$ cat src/rtl/spi_regwr_pkg.sv
package spi_regwr_pkg;
    localparam int BYTE_W       = 8;
    localparam int DATA_REG_CNT = 16;
    localparam int ADDR_W       = $clog2(DATA_REG_CNT + 1);
    localparam int CTRL_ADDR    = DATA_REG_CNT;
    localparam int BIT_CNT_W    = $clog2(BYTE_W);

    localparam logic [BYTE_W-1:0] OPC_BURST = 8'h01;
    localparam logic [BYTE_W-1:0] OPC_CTRL  = 8'h03;

    typedef enum logic [2:0] {
        PH_OPCODE,
        PH_START,
        PH_BURST,
        PH_CTRL,
        PH_DRAIN
    } phase_e;

    typedef struct packed {
        logic              en;
        logic [ADDR_W-1:0] addr;
        logic [BYTE_W-1:0] data;
    } wr_req_t;

    function automatic logic start_in_range(input logic [BYTE_W-1:0] b);
        return b < BYTE_W'(DATA_REG_CNT);
    endfunction

    function automatic logic is_last_data(input logic [ADDR_W-1:0] a);
        return a == ADDR_W'(DATA_REG_CNT - 1);
    endfunction
endpackage

$ cat src/rtl/spi_regwr_sync.sv
module spi_regwr_sync #(
    parameter int          W       = 3,
    parameter int          STAGES  = 2,
    parameter logic [W-1:0] RST_VAL = '0
) (
    input  logic         clk,
    input  logic         rst,
    input  logic [W-1:0] d,
    output logic [W-1:0] q
);
    logic [W-1:0] stg [STAGES];

    always_ff @(posedge clk) begin
        if (rst) begin
            for (int i = 0; i < STAGES; i++) stg[i] <= RST_VAL;
        end else begin
            stg[0] <= d;
            for (int i = 1; i < STAGES; i++) stg[i] <= stg[i-1];
        end
    end

    assign q = stg[STAGES-1];
endmodule

$ cat src/rtl/spi_regwr_deser.sv
module spi_regwr_deser
    import spi_regwr_pkg::*;
(
    input  logic              clk,
    input  logic              rst,
    input  logic              cs_n_s,
    input  logic              sck_s,
    input  logic              mosi_s,
    output logic              byte_vld,
    output logic [BYTE_W-1:0] byte_val
);
    logic                 sck_q;
    logic [BIT_CNT_W-1:0] bit_cnt;
    logic [BYTE_W-2:0]    shreg;
    logic                 sck_rise;

    assign sck_rise = sck_s & ~sck_q;

    always_ff @(posedge clk) begin
        if (rst) begin
            sck_q    <= 1'b0;
            bit_cnt  <= '0;
            shreg    <= '0;
            byte_vld <= 1'b0;
            byte_val <= '0;
        end else begin
            sck_q    <= sck_s;
            byte_vld <= 1'b0;
            if (cs_n_s) begin
                bit_cnt <= '0;
                shreg   <= '0;
            end else if (sck_rise) begin
                shreg   <= {shreg[BYTE_W-3:0], mosi_s};
                bit_cnt <= bit_cnt + 1'b1;
                if (bit_cnt == BIT_CNT_W'(BYTE_W - 1)) begin
                    byte_vld <= 1'b1;
                    byte_val <= {shreg, mosi_s};
                end
            end
        end
    end


    byte_pulse_chk: assert property (@(posedge clk) disable iff (rst)
        byte_vld |=> !byte_vld);


    no_byte_idle_chk: assert property (@(posedge clk) disable iff (rst)
        cs_n_s |=> !byte_vld);
endmodule

$ cat src/rtl/spi_regwr_decode.sv
module spi_regwr_decode
    import spi_regwr_pkg::*;
(
    input  logic              clk,
    input  logic              rst,
    input  logic              cs_n_s,
    input  logic              byte_vld,
    input  logic [BYTE_W-1:0] byte_val,
    output wr_req_t           req
);
    phase_e            phase;
    logic [ADDR_W-1:0] ptr;

    always_ff @(posedge clk) begin
        if (rst) begin
            phase <= PH_OPCODE;
            ptr   <= '0;
            req   <= '0;
        end else begin
            req.en <= 1'b0;
            if (cs_n_s) begin
                phase <= PH_OPCODE;
            end else if (byte_vld) begin
                unique case (phase)
                    PH_OPCODE: begin
                        if (byte_val == OPC_BURST)     phase <= PH_START;
                        else if (byte_val == OPC_CTRL) phase <= PH_CTRL;
                        else                           phase <= PH_DRAIN;
                    end
                    PH_START: begin
                        if (start_in_range(byte_val)) begin
                            ptr   <= byte_val[ADDR_W-1:0];
                            phase <= PH_BURST;
                        end else begin
                            phase <= PH_DRAIN;
                        end
                    end
                    PH_BURST: begin
                        req.en   <= 1'b1;
                        req.addr <= ptr;
                        req.data <= byte_val;
                        if (is_last_data(ptr)) phase <= PH_DRAIN;
                        else                   ptr   <= ptr + 1'b1;
                    end
                    PH_CTRL: begin
                        req.en   <= 1'b1;
                        req.addr <= ADDR_W'(CTRL_ADDR);
                        req.data <= byte_val;
                        phase    <= PH_DRAIN;
                    end
                    default: phase <= PH_DRAIN;
                endcase
            end
        end
    end


    strobe_single_chk: assert property (@(posedge clk) disable iff (rst)
        req.en |=> !req.en);


    addr_range_chk: assert property (@(posedge clk) disable iff (rst)
        req.en |-> (req.addr <= ADDR_W'(CTRL_ADDR)));


    frame_restart_chk: assert property (@(posedge clk) disable iff (rst)
        $rose(cs_n_s) |=> (phase == PH_OPCODE));


    burst_stop_chk: assert property (@(posedge clk) disable iff (rst)
        (phase == PH_DRAIN) |=> !req.en);
endmodule

$ cat src/rtl/spi_regwr.sv
module spi_regwr
    import spi_regwr_pkg::*;
(
    input  logic              clk,
    input  logic              rst,
    input  logic              cs_n,
    input  logic              sck,
    input  logic              mosi,
    output logic              wr_en,
    output logic [ADDR_W-1:0] wr_addr,
    output logic [BYTE_W-1:0] wr_data
);
    logic              cs_n_s, sck_s, mosi_s;
    logic              byte_vld;
    logic [BYTE_W-1:0] byte_val;
    wr_req_t           req;

    spi_regwr_sync #(.W(3), .STAGES(2), .RST_VAL(3'b100)) i_sync (
        .clk (clk),
        .rst (rst),
        .d   ({cs_n, sck, mosi}),
        .q   ({cs_n_s, sck_s, mosi_s})
    );

    spi_regwr_deser i_deser (
        .clk      (clk),
        .rst      (rst),
        .cs_n_s   (cs_n_s),
        .sck_s    (sck_s),
        .mosi_s   (mosi_s),
        .byte_vld (byte_vld),
        .byte_val (byte_val)
    );

    spi_regwr_decode i_decode (
        .clk      (clk),
        .rst      (rst),
        .cs_n_s   (cs_n_s),
        .byte_vld (byte_vld),
        .byte_val (byte_val),
        .req      (req)
    );

    assign wr_en   = req.en;
    assign wr_addr = req.addr;
    assign wr_data = req.data;


    strobe_in_frame_chk: assert property (@(posedge clk) disable iff (rst)
        wr_en |-> !$past(cs_n_s, 2));
endmodule

$ cat config.mk
export PLATFORM = sky130hd
export DESIGN_NAME = spi_regwr
export DESIGN_NICKNAME = d
export VERILOG_FILES = /design/src/rtl/spi_regwr_pkg.sv /design/src/rtl/spi_regwr_sync.sv /design/src/rtl/spi_regwr_deser.sv /design/src/rtl/spi_regwr_decode.sv /design/src/rtl/spi_regwr.sv
export SDC_FILE = /design/constraint.sdc
export NUM_CORES = 1
export LEC_CHECK = 0
export ABC_AREA = 1
export BUFFER_PORTS_ARGS = -buffer_cell sky130_fd_sc_hd__buf_2
export CORE_MARGIN = 1.5
export CORE_UTILIZATION = 52
export CTS_CLUSTER_DIAMETER = 40
export DETAILED_ROUTE_END_ITERATION = 10
export PLACE_DENSITY = 0.74
export SYNTH_ARGS = -nofsm -noshare
export SYNTH_HDL_FRONTEND = slang
export SYNTH_HIERARCHICAL = 1
export SYNTH_SLANG_ARGS = --single-unit
$ cat constraint.sdc
create_clock -name clk -period 1.3 [get_ports clk]
set_input_delay 0.065 -clock clk [delete_from_list [all_inputs] [get_ports clk]]
set_output_delay 0.065 -clock clk [all_outputs]
set_load 0.05 [all_outputs]
==> results_dict.tcl, run 1 <==
set metrics [dict create \
    final_common_cell "nand2_1" \
    final_nets 317 \
    synth_seq_cells 48 \
    setup_violations 8 \
    die_y_um 65.80 \
    crit_required_ns 1.53 \
    relSlewSlack_pct 72.67 \
    fillers 323 \
    overflow 0 \
    die-area_mm2 0.004330 \
    syn2layout_area_growth_pct 18.36 \
    final_util_pct 65.32 \
    grt_max_degree 17 \
    final_area_mm2 0.002427 \
    start_util_pct 55.19 \
    outcome "finished with violations" \
    drtIter0Drc 118 \
    diodes 0 \
    ys_warn_count 6 \
    io_pins 19 \
    drive_gt1_share_pct 27.60 \
    ys_types 21 \
    numCtsBuffers 5 \
    place_area_mm2 0.002225 \
    worst_ep_arrival_time_ns 1.65 \
    worstSetupPathType "register to register" \
    skew_ns 0.007377 \
    r2r_cells 11 \
    worst_slack_ns -0.1143 \
    dp_hpwl_um 2804 \
    cts_tree "done" \
    hold_class "input pin to register" \
    multiInputGateArea_um2 977.2 \
    clock.fmax_ghz 0.7071 \
    drtAntennaViolNets 0 \
    cp_cell_sequence "ha_4 > nand2_4 > nor2_4 > ha_4 > inv_2 > nand3_2 > nand2_2 > nand3_4 > nand2_2 > nand2_1 > nor2_1" \
    root_buffer "clkbuf_8" \
    clockBufferDepth 2 \
    min_period_ns 1.414 \
    holdWs_ns 0.07447 \
    finalMaxSlewViolations 0 \
    mostFrequentLayoutCells "nand2_1, nor2_1, dfxtp_1" \
    portBuffers 18 \
    crit_family "simple AND/OR/NAND/NOR gates" \
    rows 22 \
    htree_levels 2 \
    antenna_found_initial 0 \
    total_leakage_power_nw 1.106 \
    rsz0062_at_grt "true" \
    critPathMaxStageDelay_ns 0.35 \
    power.density_mw_per_mm2 1012 \
    violations "negative setup slack" \
    cap_violations 0 \
    grt_usage_pct 20.04 \
    hold_violations 0 \
    core_region_area_mm2 0.003716 \
    synth_area_mm2 0.002051 \
    ys_seq_area_share_pct 46.86 \
    die_w_um 65.80 \
    power_mw 2.457 \
    crit_slowest_cell "dfxtp_2" \
    grt_pass1_vias 1598 \
    period_share_pct 108.8 \
    vias 1735 \
    place_congestion 0.8465 \
    avgRoutedWirePerCell_um 11.05 \
    tightest_slew_ns 0.4096 \
    avgSynthCellArea_um2 7.403 \
    crit_cells 11 \
    synthCells 277 \
    critPathBufInv 1 \
    seq_area_um2 968.4 \
    wl_um 3934 \
    drtPass1Iterations 4 \
    start_kind "register" \
    clkTransAtPathRegs_ns 0.09 \
    via_per_inst 4.874 \
    syn_nets 286 \
    crit_path_end_kind "register" \
    ir_drop_uv 709.7 \
    drc 0 \
    min_path_cells 2 \
    critPathMaxFanout 4 \
    clk_latency_ns 0.31 \
    cts_sinks 48 \
    grt_pass1_wl_um 6644 \
]
## synth_stat cells
cell type  number  area (um^2)
ha_1            4        50.05
buf_2           1        5.000
o21ai_0        13        65.06
nand3_2         2        20.02
inv_1          21        78.83
a21oi_1        16        80.08
nand2_1        70        262.8
nor2_1         44        165.2
o21ai_1         3        15.01
buf_6           1        11.26
nor2_2          4        25.02
nand3_1        20        100.1
nand3_4         1        17.52
nand2_2         4        25.02
inv_2          11        41.29
dfxtp_1        48        960.9
or2_2           1        6.260
nor2_4          2        22.52
nor2_8          1        20.02
buf_4           7        52.55
a21oi_2         3        26.28
## where the power goes
| part | switching, mW | leakage (nW) | internal (mW) | total [mW] |
|---|---|---|---|---|
| Sequential | 0.00663 | 0.390 | 1.48 | 1.49 |
| Combinational | 0.0428 | 0.669 | 0.0233 | 0.0661 |
| Clock | 0.482 | 0.0473 | 0.424 | 0.906 |
| Total | 0.531 | 1.11 | 1.93 | 2.46 |
## final timing paths
kind	start	end	slack, ns
worst max-delay path	i_decode/ptr[1]$_SDFFE_PP0P_	i_decode/ptr[3]$_SDFFE_PP0P_	-0.11
worst min-delay path	rst	i_sync/stg[0][3]$_SDFF_PP0_	0.07
worst max register to register	i_decode/ptr[1]$_SDFFE_PP0P_	i_decode/ptr[3]$_SDFFE_PP0P_	-0.11
worst min register to register	i_sync/stg[0][0]$_SDFF_PP0_	i_sync/stg[0][3]$_SDFF_PP0_	0.41
## stage by stage
step           std cells  setup TNS, ns  setup WS, ns
2_1_floorplan        277      -0.003178     -0.003178
3_3_place_gp         344        -0.2957      -0.05082
3_5_place_dp         344        -0.5457      -0.07918
4_1_cts              354        -0.3862       -0.1207
5_1_grt              356         -1.106       -0.1925
6_report             356        -0.4689       -0.1143
## registers in the layout (all words and copies together) (netlist names)
| name | cells |
|---|---|
| i_decode/phase | 3 |
| i_decode/ptr | 5 |
| i_decode/req | 14 |
| i_deser/bit_cnt | 3 |
| i_deser/byte_val | 8 |
| i_deser/byte_vld | 1 |
| i_deser/sck_q | 1 |
| i_deser/shreg | 7 |
| i_sync/stg | 6 |
## kinds of logic (layout without fill, tap and decap cells)
logic type | Yosys count | in the layout | share of synthesized area (%)
AND/OR/NAND/NOR | 149 | 149 | 32.40
buffers and inverters | 41 | 72 | 9.213
flip-flops | 48 | 48 | 46.86
adder cells (fa/ha/maj) | 4 | 4 | 2.441
AO/OA/AOI/OAI | 35 | 35 | 9.091
## final cells by class
class	count	area share, %
multi-input combinational	188	40.26
clock buffer	6	3.402
tap	48	2.474
inverter	32	4.948
clock inverter	1	0.3608
timing repair buffer	33	8.660
sequential	48	39.90
## layer usage
metal | part of all wire (%) | global-route usage, % | up-vias
met5 | 0 | 0 | -
met4 | 2.3 | 10.16 | 0
met3 | 3.4 | 4.600 | 12
met2 | 50 | 35.35 | 31
met1 | 44 | 22.38 | 770
li1 | - | - | 922
## repair_timing
item | 4_1_cts | 5_1_grt
pin swaps | 10 | 9
endpoints found under the setup margin | 8 | 18
gates resized for setup | 3 | 16
hold buffers | 3 | 0
buffers inserted | 0 | 2
hold endpoints to repair | 3 | 0
Power figures use the tool's default switching activity.
==> run 2, diff against run 1 <==
--- a/config.mk
+++ b/config.mk
@@ -5,7 +5,7 @@
 export SDC_FILE = /design/constraint.sdc
 export NUM_CORES = 1
 export LEC_CHECK = 0
-export ABC_AREA = 1
+export ABC_AREA = 0
 export BUFFER_PORTS_ARGS = -buffer_cell sky130_fd_sc_hd__buf_2
 export CORE_MARGIN = 1.5
 export CORE_UTILIZATION = 52
==> results_dict.tcl, run 2 <==
set metrics [dict create \
    synth_seq_cells 48 \
    min_period_ns 1.602 \
    place_congestion 0.8214 \
    final_common_cell "nand2_1" \
    violations "negative setup slack" \
    rsz0062_at_grt "true" \
    io_pins 19 \
    clk_latency_ns 0.30 \
    clockBufferDepth 2 \
    worstSetupPathType "register to register" \
    final_area_mm2 0.002780 \
    finalMaxSlewViolations 0 \
    synth_top_area_share_pct 48.00 \
    syn_nets 228 \
    power.density_mw_per_mm2 862.1 \
    relSlewSlack_pct 76.45 \
    cts_sinks 48 \
    final_nets 278 \
    mostFrequentLayoutCells "nand2_1, dfxtp_1, buf_4" \
    grt_max_degree 26 \
    hold_class "input pin to register" \
    drtPass1Iterations 4 \
    vias 1702 \
    critPathBufInv 0 \
    start_kind "register" \
    drtIter0Drc 111 \
    setup_violations 20 \
    cap_violations 0 \
    grt_usage_pct 21.11 \
    ys.flop_type "dfxtp_1" \
    tightest_slew_ns 0.3532 \
    avgSynthCellArea_um2 9.141 \
    worst_ep_arrival_time_ns 1.80 \
    ir_drop_uv 773.3 \
    grt_pass1_wl_um 6789 \
    clkTransAtPathRegs_ns 0.08 \
    htree_levels 2 \
    cts_tree "done" \
    diodes 0 \
    die_w_um 65.05 \
    syn2layout_area_growth_pct 38.88 \
    die-area_mm2 0.004231 \
    dp_hpwl_um 2949 \
    rows 22 \
    ys_top_cells_by_count "nand2_1, dfxtp_1, a21oi_1" \
    outcome "finished with violations" \
    place_area_mm2 0.002344 \
    largest_reg_flops 14 \
    start_util_pct 54.27 \
    crit_slowest_cell "dfxtp_2" \
    critPathMaxFanout 5 \
    crit_family "simple AND/OR/NAND/NOR gates" \
    overflow 0 \
    via_per_inst 5.369 \
    ys_warn_count 6 \
    avgRoutedWirePerCell_um 14.58 \
    synthCells 219 \
    grt_pass1_vias 1488 \
    skew_ns 0.006912 \
    fillers 251 \
    crit_required_ns 1.50 \
    yosysTopAreaCell "dfxtp_1" \
    drtAntennaViolNets 0 \
    post-synth-top-count-cell "nand2_1" \
    final_util_pct 75.37 \
    critPathMaxStageDelay_ns 0.34 \
    ys_types 45 \
    largest-register "i_decode/req" \
    power_mw 2.397 \
    synth-edff-count 0 \
    cp_common_cell "ha_4" \
    synth_area_leaders "dfxtp_1, nand2_1, a21oi_1" \
    crit_path_end_kind "register" \
    antenna_found_initial 0 \
    hold_violations 0 \
    wl_um 4623 \
    core_region_area_mm2 0.003689 \
    synth_area_mm2 0.002002 \
    drc 0 \
    ys_seq_area_share_pct 48.00 \
    top_regs "i_decode/req x14, i_deser/byte_val x8, i_deser/shreg x7" \
    clock.fmax_ghz 0.6241 \
    numCtsBuffers 5 \
    cp_cell_sequence "ha_4 > and3_4 > ha_4 > nor3b_4 > a31oi_4 > nand2b_4 > a31o_2" \
    synthArstFlopShare_pct 0 \
    portBuffers 18 \
    total_leakage_power_nw 1.093 \
    root_buffer "clkbuf_8" \
    drive_gt1_share_pct 48.33 \
    holdWs_ns 0.1297 \
    worst_slack_ns -0.3024 \
    period_share_pct 123.3 \
    die_y_um 65.05 \
]
-- run 2: stage by stage --
step,cells,TNS (ns),setup WS [ns]
after floorplan,219,-1.568,-0.2592
after global placement,301,-2.026,-0.2809
after detailed placement,301,-2.431,-0.3140
after CTS,312,-1.655,-0.2776
after global routing,317,-3.363,-0.3929
final,317,-2.237,-0.3024
-- run 2: metal layers --
layer / wire length, um / track usage, % / share of wire [%] / up-vias
met1: 1994 / 26.09 / 43 / 811
li1: - / - / - / 845
met2: 2353 / 35.18 / 51 / 39
met3: 200 / 5.729 / 4.3 / 7
met5: 0 / 0 / 0 / -
met4: 74 / 7.813 / 1.6 / 0
-- run 2: worst paths after layout --
check / end / cells past startpoint / slack, ns / from
hold / removal: i_sync/stg[0][0]$_SDFF_PP0_ / 2 / 0.13 / rst
hold reg to reg: i_sync/stg[0][5]$_SDFF_PP1_ / 1 / 0.41 / i_sync/stg[0][2]$_SDFF_PP1_
setup reg to reg: i_decode/ptr[1]$_SDFFE_PP0P_ / 7 / -0.30 / i_decode/ptr[1]$_SDFFE_PP0P_
setup / recovery: i_decode/ptr[1]$_SDFFE_PP0P_ / 7 / -0.30 / i_decode/ptr[1]$_SDFFE_PP0P_
-- run 2: power by group --
group          internal [mW]  switching (mW)
logic                 0.0266          0.0450
clock network          0.364           0.479
registers               1.48         0.00570
-- run 2: cell families (layout without fill, tap and decap cells) --
group / Yosys count / in the layout / synth area share [%]
compound gates: 51 / 51 / 17.88
xor+xnor: 1 / 1 / 0.4376
fa+ha+maj: 4 / 4 / 2.500
buf+inv: 18 / 68 / 5.874
flops: 48 / 48 / 48.00
mux: 1 / 1 / 0.5000
simple gates: 96 / 96 / 24.81
-- run 2: area by class of cell --
cell class                      instances  area, um^2  area share, %
Clock buffer                            5       68.82          2.475
Clock inverter                          2       12.51         0.4500
Inverter                                4       15.01         0.5401
Multi-Input combinational cell        153        1214          43.65
Sequential cell                        48       973.4          35.01
Tap cell                               48       60.06          2.160
Timing Repair Buffer                   57       436.7          15.71
-- run 2: repair_timing --
| item | 4_1_cts | 5_1_grt |
|---|---|---|
| cloned | 0 | 2 |
| resized for setup | 13 | 59 |
| setup buffers | 1 | 3 |
| setup endpoints to repair | 29 | 29 |
| pin swaps | 9 | 26 |
| endpoints found under the hold margin | 3 | 0 |
| hold buffers | 3 | 0 |
